--- src/rtl/srout_pkg.sv ---
package srout_pkg;

  typedef enum logic [1:0] {
    CMD_DESEL = 2'b00,
    CMD_READ  = 2'b01,
    CMD_WRITE = 2'b10,
    CMD_RSVD  = 2'b11
  } cmd_e;

  // Reserved code folds onto deselect.
  function automatic logic [1:0] cmd_norm(input logic [1:0] c);
    return (c == CMD_RSVD) ? CMD_DESEL : c;
  endfunction

endpackage

--- src/rtl/srout_cmd_stage.sv ---
module srout_cmd_stage
  import srout_pkg::*;
(
  input  logic       clk,
  input  logic       rst_n,
  input  logic [1:0] cmd_i,
  output logic [1:0] cmd_s1,
  output logic       rd_s1
);

  always_ff @(posedge clk or negedge rst_n) begin
    if (!rst_n) cmd_s1 <= CMD_DESEL;
    else        cmd_s1 <= cmd_norm(cmd_i);
  end

  assign rd_s1 = (cmd_s1 == CMD_READ);


  rsvd_as_desel_chk: assert property (@(posedge clk) disable iff (!rst_n)
    ($past(cmd_i) == CMD_RSVD) |-> !rd_s1);


  read_sampled_chk: assert property (@(posedge clk) disable iff (!rst_n)
    ($past(cmd_i) == CMD_READ) |-> rd_s1);

endmodule

--- src/rtl/srout_drive_pipe.sv ---
module srout_drive_pipe #(
  parameter int EXTRA_STAGES = 1
) (
  input  logic clk,
  input  logic rst_n,
  input  logic bypass_en,
  input  logic rd_s1,
  output logic drive
);

  localparam int NS = (EXTRA_STAGES < 1) ? 1 : EXTRA_STAGES;

  logic [NS-1:0] drv_q;

  genvar g;
  generate
    for (g = 0; g < NS; g++) begin : g_stage
      if (g == 0) begin : g_first
        always_ff @(posedge clk or negedge rst_n) begin
          if (!rst_n) drv_q[0] <= 1'b0;
          else        drv_q[0] <= rd_s1;
        end
      end else begin : g_next
        always_ff @(posedge clk or negedge rst_n) begin
          if (!rst_n) drv_q[g] <= 1'b0;
          else        drv_q[g] <= drv_q[g-1];
        end
      end
    end
  endgenerate

  assign drive = bypass_en ? rd_s1 : drv_q[NS-1];


  desel_delay_chk: assert property (@(posedge clk) disable iff (!rst_n)
    (!bypass_en && $past(!rd_s1)) |-> !drive);

endmodule

--- src/rtl/srout_data_reg.sv ---
module srout_data_reg #(
  parameter int DW = 36
) (
  input  logic          clk,
  input  logic          rst_n,
  input  logic          load,
  input  logic [DW-1:0] d,
  output logic [DW-1:0] q
);

  always_ff @(posedge clk or negedge rst_n) begin
    if (!rst_n)    q <= '0;
    else if (load) q <= d;
  end


  hold_no_load_chk: assert property (@(posedge clk) disable iff (!rst_n)
    $past(!load) |-> $stable(q));

endmodule

--- src/rtl/srout_top.sv ---
module srout_top
  import srout_pkg::*;
#(
  parameter int DW = 36
) (
  input  logic          clk,
  input  logic          rst_n,
  input  logic          bypass_en,
  input  logic [1:0]    cmd_i,
  input  logic [DW-1:0] arr_rdata,
  input  logic          oe_n,
  output logic [DW-1:0] dout,
  output logic          dout_vld
);

  localparam logic [DW-1:0] IDLE_WORD = '0;

  logic [1:0]    cmd_s1;
  logic          rd_s1;
  logic          drive;
  logic [DW-1:0] pipe_q;
  logic [DW-1:0] sel_data;

  srout_cmd_stage u_cmd (
    .clk    (clk),
    .rst_n  (rst_n),
    .cmd_i  (cmd_i),
    .cmd_s1 (cmd_s1),
    .rd_s1  (rd_s1)
  );

  srout_drive_pipe #(.EXTRA_STAGES(1)) u_drv (
    .clk       (clk),
    .rst_n     (rst_n),
    .bypass_en (bypass_en),
    .rd_s1     (rd_s1),
    .drive     (drive)
  );

  srout_data_reg #(.DW(DW)) u_oreg (
    .clk   (clk),
    .rst_n (rst_n),
    .load  (rd_s1),
    .d     (arr_rdata),
    .q     (pipe_q)
  );

  assign sel_data = bypass_en ? arr_rdata : pipe_q;
  assign dout_vld = drive & ~oe_n;
  assign dout     = dout_vld ? sel_data : IDLE_WORD;


  flow_cmd_chk: assert property (@(posedge clk) disable iff (!rst_n)
    (bypass_en && dout_vld) |-> ($past(cmd_i) == CMD_READ));


  pipe_src_chk: assert property (@(posedge clk) disable iff (!rst_n)
    (!bypass_en && $stable(bypass_en) && dout_vld) |-> (dout == $past(arr_rdata)));


  pipe_cmd_chk: assert property (@(posedge clk) disable iff (!rst_n)
    (!bypass_en && $stable(bypass_en) && dout_vld) |-> ($past(cmd_i, 2) == CMD_READ));


  oe_off_chk: assert property (@(posedge clk) disable iff (!rst_n)
    oe_n |-> !dout_vld);


  idle_zero_chk: assert property (@(posedge clk) disable iff (!rst_n)
    !dout_vld |-> (dout == IDLE_WORD));

endmodule

--- config.mk ---
export PLATFORM = sky130hd
export DESIGN_NAME = srout_top
export DESIGN_NICKNAME = d
export VERILOG_FILES = /design/src/rtl/srout_pkg.sv /design/src/rtl/srout_cmd_stage.sv /design/src/rtl/srout_drive_pipe.sv /design/src/rtl/srout_data_reg.sv /design/src/rtl/srout_top.sv
export SDC_FILE = /design/constraint.sdc
export NUM_CORES = 1
export LEC_CHECK = 0
export ABC_AREA = 1
export BUFFER_PORTS_ARGS = -buffer_cell sky130_fd_sc_hd__buf_2
export CORE_ASPECT_RATIO = 0.6
export CORE_MARGIN = 5
export CORE_UTILIZATION = 50
export DETAILED_ROUTE_END_ITERATION = 10
export GPL_ROUTABILITY_DRIVEN = 0
export GPL_TIMING_DRIVEN = 0
export HOLD_SLACK_MARGIN = 0.05
export PLACE_DENSITY = 0.8
export SLEW_MARGIN = 25
export SYNTH_ARGS = -nofsm -noshare
export SYNTH_HDL_FRONTEND = slang
export SYNTH_HIERARCHICAL = 1
export SYNTH_SLANG_ARGS = --single-unit
--- constraint.sdc ---
create_clock -name clk -period 1.25 [get_ports clk]
set_input_delay 0.0625 -clock clk [delete_from_list [all_inputs] [get_ports clk]]
set_output_delay 0.0625 -clock clk [all_outputs]
set_load 0.02 [all_outputs]
==> impl_metrics.csv, run 1 <==
group,metric,value,unit
outcome,status,"finished with violations",
outcome,violations,"negative setup slack",
critical_path,rr_worst_depth,7,
global_route,antenna_found_initial,0,
detailed_routing,detailroute.via_count,2409,
layout,fin_cells,478,
critical_path,regToRegSetupSlack,60,ps
placed_design,io_buffers,78,
critical_path,worstReg2RegStart,"u_cmd/cmd_s1[1]$_DFF_PN0_",
layout,drive_gt1_frac,0.407,
floorplan,die_width,95.6,um
clock_tree,cts.sinks,39,
global_route,first_global_vias,2206,
global_route,grt_usage,0.223,
layout,n_antenna_cell,0,
critical_path,end_kind,"output pin",
sta,max_slew_margin,0.430,
min_path,hp-class,"in2async",
layout,synthToLayoutAreaGrowth,69.8,%
floorplan,rows,18,
synthesis,ys_async_sr_fraction,1.00,
synthesis,syn_area,2200,sq um
sta,max_freq,0.626,GHz
synthesis,synth_edf_count,0,
synthesis,synth_most_common_cell,"nand2_1",
synthesis,postSynthCellCount,287,
power,leakage,1.82,nW
critical_path,crit_type,"reg2out",
critical_path,cp-endpoint,"dout[23]",
floorplan,die_height,61.4,um
sta,hold_violations,0,
layout,fillers,202,
critical_path,reg2reg_to,"u_oreg/q[34]$_DFFE_PN0P_",
detailed_routing,drt-wirelength-per-cell,15.8,um
synthesis,synth_ff_type,"dfrtp_1",
layout,nets,459,
clock_tree,root_buffer,"clkbuf_8",
critical_path,cp-start-kind,"flop",
critical_path,arrival,1540,ps
synthesis,seq_area_frac_synth,0.444,
floorplan,coreArea,4190,sq um
synthesis,yosys-top-cells-count,"nand2_1 (163), dfrtp_1 (39), a21oi_1 (24), nand2_2 (21), a21oi_2 (12)",
placed_design,dp.final_hpwl,3840,um
sta,fin_tns_setup,-11170,ps
layout,stdcell_area,3730,sq um
global_route,grt_max_degree,40,
clock_tree,cts_tree,"built",
clock_tree,clkSlewWorstSetupHoldPaths,70,ps
floorplan,top_level_ports,79,
synthesis,syn_nets,329,
floorplan,start_util,0.525,
sta,rsz0062_at_grt,"true",
sta,timing.final.crit_share,1.28,
synthesis,synth_cell_type_count,12,
global_route,grt_pass1_wl,10000,um
power,peakVddDrop,0.676,mV
global_route,gr-total-overflow,0,
synthesis,yosys_warnings,6,
detailed_routing,remaining_drc_errors,0,
synthesis,avgSynthCellArea,7.66,sq um
placed_design,dpl-instance-area,2670,sq um
job,cap_violations,0,
synthesis,synth_top_cell_by_area,"dfrtp_1",
detailed_routing,wl,7530,um
sta,post-route-min-period,1600,ps
sta,setup_viol,37,
detailed_routing,viasPerCell,5.04,
clock_tree,insertion_delay,290,ps
detailed_routing,firstDrtPassIters,5,
sta,fin_skew,8.14,ps
critical_path,critPathMaxFanout,5,
critical_path,startpoint,"u_cmd/cmd_s1[1]$_DFF_PN0_",
critical_path,crit_required,1190,ps
synthesis,synth_area_leaders,"dfrtp_1 (44%), nand2_1 (28%), nand2_2 (6.0%), a21oi_1 (5.5%), a21oi_2 (4.8%)",
power,p_per_area,931,nW/um^2
sta,slew_viol_final,0,
floorplan,die_area,5870,sq um
placed_design,dpl_worst_slack,-300,ps
sta,worstMarginPinSlew,855,ps
sta,layout_setup_ws,-348,ps
synthesis,synth_top_area_frac,0.444,
placed_design,place_inst,425,
clock_tree,cts-buffers-inserted,5,
sta,fin_hold_ws,421,ps
detailed_routing,ant_nets,0,
synthesis,synth-seq-cells,39,
detailed_routing,drt-initial-drc-count,152,
clock_tree,htreeDepth,2,
clock_tree,clk_path_buf_depth,2,
[cell families (layout without fill, tap and decap cells)]
family,Yosys count,after routing,synth area share
flip-flops,39,39,0.444
buffers and inverters,25,155,0.111
AND/OR/NAND/NOR,187,188,0.343
AO/OA/AOI/OAI,36,36,0.102
[stage by stage]
step / total power, W / utilization
after floorplan: 0.00201 / -
after global placement: 0.00222 / 0.636
after detailed placement: 0.00225 / 0.636
after CTS: 0.00331 / 0.795
after global routing: 0.00366 / 0.892
final: 0.00348 / 0.892
[layout make-up]
cell class | instances | area [sq um] | area share
buffer | 17 | 250 | 0.0670
clock buffer | 8 | 100 | 0.0268
inverter | 8 | 45.0 | 0.0121
multi-input combinational | 224 | 1240 | 0.333
sequential | 39 | 976 | 0.261
tap | 60 | 75.1 | 0.0201
timing repair buffer | 122 | 1050 | 0.280
[worst max-delay path, stage by stage, from the launching register on]
cell and delay (ps):
dfrtp_1 370, nor2_2 130, nand2_2 80, nand2_4 100, nand2_8 100, clkbuf_16 190, a21oi_2 120, buf_4 160
[routing by layer]
metal	global-route usage	vias up	share of wire
met5	0	-	0
met2	0.378	118	0.50
li1	-	1140	-
met3	0.0562	16	0.083
met1	0.288	1135	0.40
met4	0.0607	0	0.015
[what timing repair did]
item / in CTS / in global routing
setup buffers: 2 / 0
resized for setup: 53 / 72
hold endpoints to repair: 77 / 0
hold buffers: 40 / 0
pin swaps: 2 / 4
endpoints found under the setup margin: 37 / 55
cloned: 0 / 3
[cell usage in the layout (no fill, tap or decap), types with 2 or more instances in the layout]
| master | n |
|---|---|
| nand2_1 | 161 |
| buf_2 | 41 |
| dlygate4sd3_1 | 40 |
| dfrtp_1 | 39 |
| buf_6 | 32 |
| nand2_2 | 21 |
| a21oi_2 | 18 |
| a21oi_4 | 18 |
| buf_4 | 16 |
| buf_12 | 8 |
| clkbuf_8 | 7 |
| inv_1 | 5 |
| inv_8 | 2 |
| clkbuf_16 | 2 |
| nand2_4 | 2 |
| nor2_1 | 2 |
[worst min path at each step]
stage	start	endpoint	slack (ps)	cells past startpoint
after global placement	rst_n	u_oreg/q[27]$_DFFE_PN0P_	220	1
after detailed placement	rst_n	u_oreg/q[30]$_DFFE_PN0P_	210	1
final	rst_n	u_oreg/q[30]$_DFFE_PN0P_	420	2
after CTS	rst_n	u_oreg/q[30]$_DFFE_PN0P_	430	2
after global routing	u_oreg/q[23]$_DFFE_PN0P_	u_oreg/q[23]$_DFFE_PN0P_	500	2
after floorplan	rst_n	u_cmd/cmd_s1[0]$_DFF_PN0_	-230	0
[flip-flops by register name (all words and copies together), names as in the netlist]
signal,flops
u_drv/drv_q,1
u_oreg/q,36
u_cmd/cmd_s1,2
[power breakdown]
| group | switching [W] | internal [W] |
|---|---|---|
| logic | 0.000531 | 0.000438 |
| registers | 0.000123 | 0.00145 |
| clock network | 0.000430 | 0.000504 |
Note: power is estimated with default switching activity, not from simulation.
==> run 2, diff against run 1 <==
--- a/config.mk
+++ b/config.mk
@@ -15,6 +15,7 @@
 export GPL_TIMING_DRIVEN = 0
 export HOLD_SLACK_MARGIN = 0.05
 export PLACE_DENSITY = 0.8
+export SKIP_CTS_REPAIR_TIMING = 1
 export SLEW_MARGIN = 25
 export SYNTH_ARGS = -nofsm -noshare
 export SYNTH_HDL_FRONTEND = slang
==> run 2 against run 1 <==
Effect of this change:
- the flow still finishes with violations (negative setup slack)
- core utilization shrank 2.7 points
- first-iteration DRC count down 35%
- register-to-register slack gained 30 ps
- combinational power down 5.0%
- critical path type unchanged
- design area down 3.0%
- non-clock buffer count is 2 higher
- count of clock-buffer cells in the layout did not move
- clock power fell by 0.9%
- power decreased by 1.6%
- die area did not move
- flip-flop and latch count is the same
- highest routed layer unchanged
- routed wire length is 7.6% lower
==> impl_metrics.csv, run 2 (synthesized netlist as in run 1, its figures left out) <==
group,metric,value,unit
outcome,status,"finished with violations",
outcome,violations,"negative setup slack",
sta,max_freq,0.640,GHz
critical_path,crit_required,1190,ps
detailed_routing,wl,6960,um
sta,fin_skew,7.34,ps
global_route,grt_pass1_wl,8690,um
layout,fillers,226,
detailed_routing,detailroute.via_count,2385,
floorplan,top_level_ports,79,
floorplan,die_width,95.6,um
floorplan,start_util,0.525,
critical_path,cp-start-kind,"flop",
global_route,antenna_found_initial,0,
detailed_routing,firstDrtPassIters,4,
sta,worstMarginPinSlew,874,ps
detailed_routing,drt-wirelength-per-cell,14.5,um
sta,timing.final.crit_share,1.25,
layout,drive_gt1_frac,0.405,
layout,largest-register,"u_oreg/q",
detailed_routing,ant_nets,0,
clock_tree,cts.sinks,39,
clock_tree,clkSlewWorstSetupHoldPaths,70,ps
min_path,hp-class,"in2async",
global_route,gr-usage-met2,0.309,
critical_path,critPathMaxFanout,7,
global_route,grt_max_degree,40,
layout,reg_top3,"u_oreg/q (36), u_cmd/cmd_s1 (2), u_drv/drv_q (1)",
global_route,first_global_vias,1916,
placed_design,dpl_worst_slack,-300,ps
layout,synthToLayoutAreaGrowth,64.6,%
power,peakVddDrop,0.625,mV
placed_design,dpl-instance-area,2670,sq um
power,p_per_area,944,nW/um^2
clock_tree,clk_path_buf_depth,2,
critical_path,cp_cell_sequence,"nor2_4, nand2_2, nand2_4, nand2_8, clkbuf_16, a21oi_2, buf_4",
critical_path,end_kind,"output pin",
clock_tree,cts_tree,"built",
floorplan,die_area,5870,sq um
clock_tree,root_buffer,"clkbuf_8",
clock_tree,insertion_delay,290,ps
sta,max_slew_margin,0.417,
layout,largest_reg_flops,36,
sta,fin_hold_ws,410,ps
clock_tree,htreeDepth,2,
critical_path,cp_slowest_cell,"dfrtp_1",
global_route,grt_use_met3,0.0476,
clock_tree,cts-buffers-inserted,5,
detailed_routing,remaining_drc_errors,0,
global_route,gr-total-overflow,0,
placed_design,dp.final_hpwl,3840,um
layout,layout_commonest_cell,"nand2_1",
sta,post-route-min-period,1560,ps
power,leakage,1.81,nW
sta,layout_setup_ws,-313,ps
global_route,grt_usage,0.193,
critical_path,crit_type,"reg2out",
sta,rsz0062_at_grt,"true",
sta,fin_tns_setup,-9880,ps
sta,slew_viol_final,0,
sta,hold_violations,0,
placed_design,io_buffers,78,
floorplan,rows,18,
global_route,grt_util_met1,0.267,
critical_path,arrival,1500,ps
floorplan,die_height,61.4,um
job,cap_violations,0,
layout,nets,461,
floorplan,coreArea,4190,sq um
critical_path,critPathMaxStageDelay,390,ps
detailed_routing,viasPerCell,4.97,
layout,stdcell_area,3620,sq um
detailed_routing,drt-initial-drc-count,99,
sta,setup_viol,37,
layout,most-common-layout-cells,"nand2_1 (161), buf_2 (41), dlygate4sd3_1 (40)",
global_route,busiest_layer,"met2",
layout,n_antenna_cell,0,
power,total_power,0.00342,W
[run 2: cell type report]
type | count | area, sq um | share of cell area
Clock buffer | 8 | 100 | 0.0276
Buffer | 17 | 240 | 0.0663
Inverter | 8 | 45.0 | 0.0124
Timing Repair Buffer | 124 | 1020 | 0.282
Sequential cell | 39 | 976 | 0.270
Multi-Input combinational cell | 224 | 1160 | 0.322
Tap cell | 60 | 75.1 | 0.0207
[run 2: path summary, 6_finish.rpt]
path / startpoint / to / slack (ps) / cells after the start
worst max register to register: u_cmd/cmd_s1[0]$_DFF_PN0_ / u_oreg/q[4]$_DFFE_PN0P_ / 90 / 7
min in group clk: u_oreg/q[23]$_DFFE_PN0P_ / u_oreg/q[23]$_DFFE_PN0P_ / 480 / 2
max in group asynchronous: rst_n / u_drv/drv_q$_DFF_PN0_ / 280 / 2
worst min-delay path: rst_n / u_oreg/q[30]$_DFFE_PN0P_ / 410 / 2
worst max-delay path: u_cmd/cmd_s1[1]$_DFF_PN0_ / dout[25] / -310 / 7
worst min register to register: u_oreg/q[23]$_DFFE_PN0P_ / u_oreg/q[23]$_DFFE_PN0P_ / 480 / 2
[run 2: where the power goes]
group          internal (W)  switching [W]
sequential          0.00145       0.000123
clock              0.000503       0.000423
combinational      0.000426       0.000495
[run 2: per-layer routing]
metal,wire (um),part of all wire
met1,2900,0.42
met5,0,0
met2,3280,0.47
met4,94,0.014
met3,691,0.099
[run 2: worst max-delay path, delay by kind of cell, from the launching register on]
kind / cells / cell delay [ps]
flip-flops: 1 / 390
AND/OR/NAND/NOR: 4 / 350
AO/OA/AOI/OAI: 1 / 110
buffers and inverters: 2 / 350
[run 2: per-stage QoR]
stage	cells	util
after floorplan	287	-
after global placement	425	0.636
after detailed placement	425	0.636
after CTS	433	0.660
after global routing	480	0.864
final	480	0.864
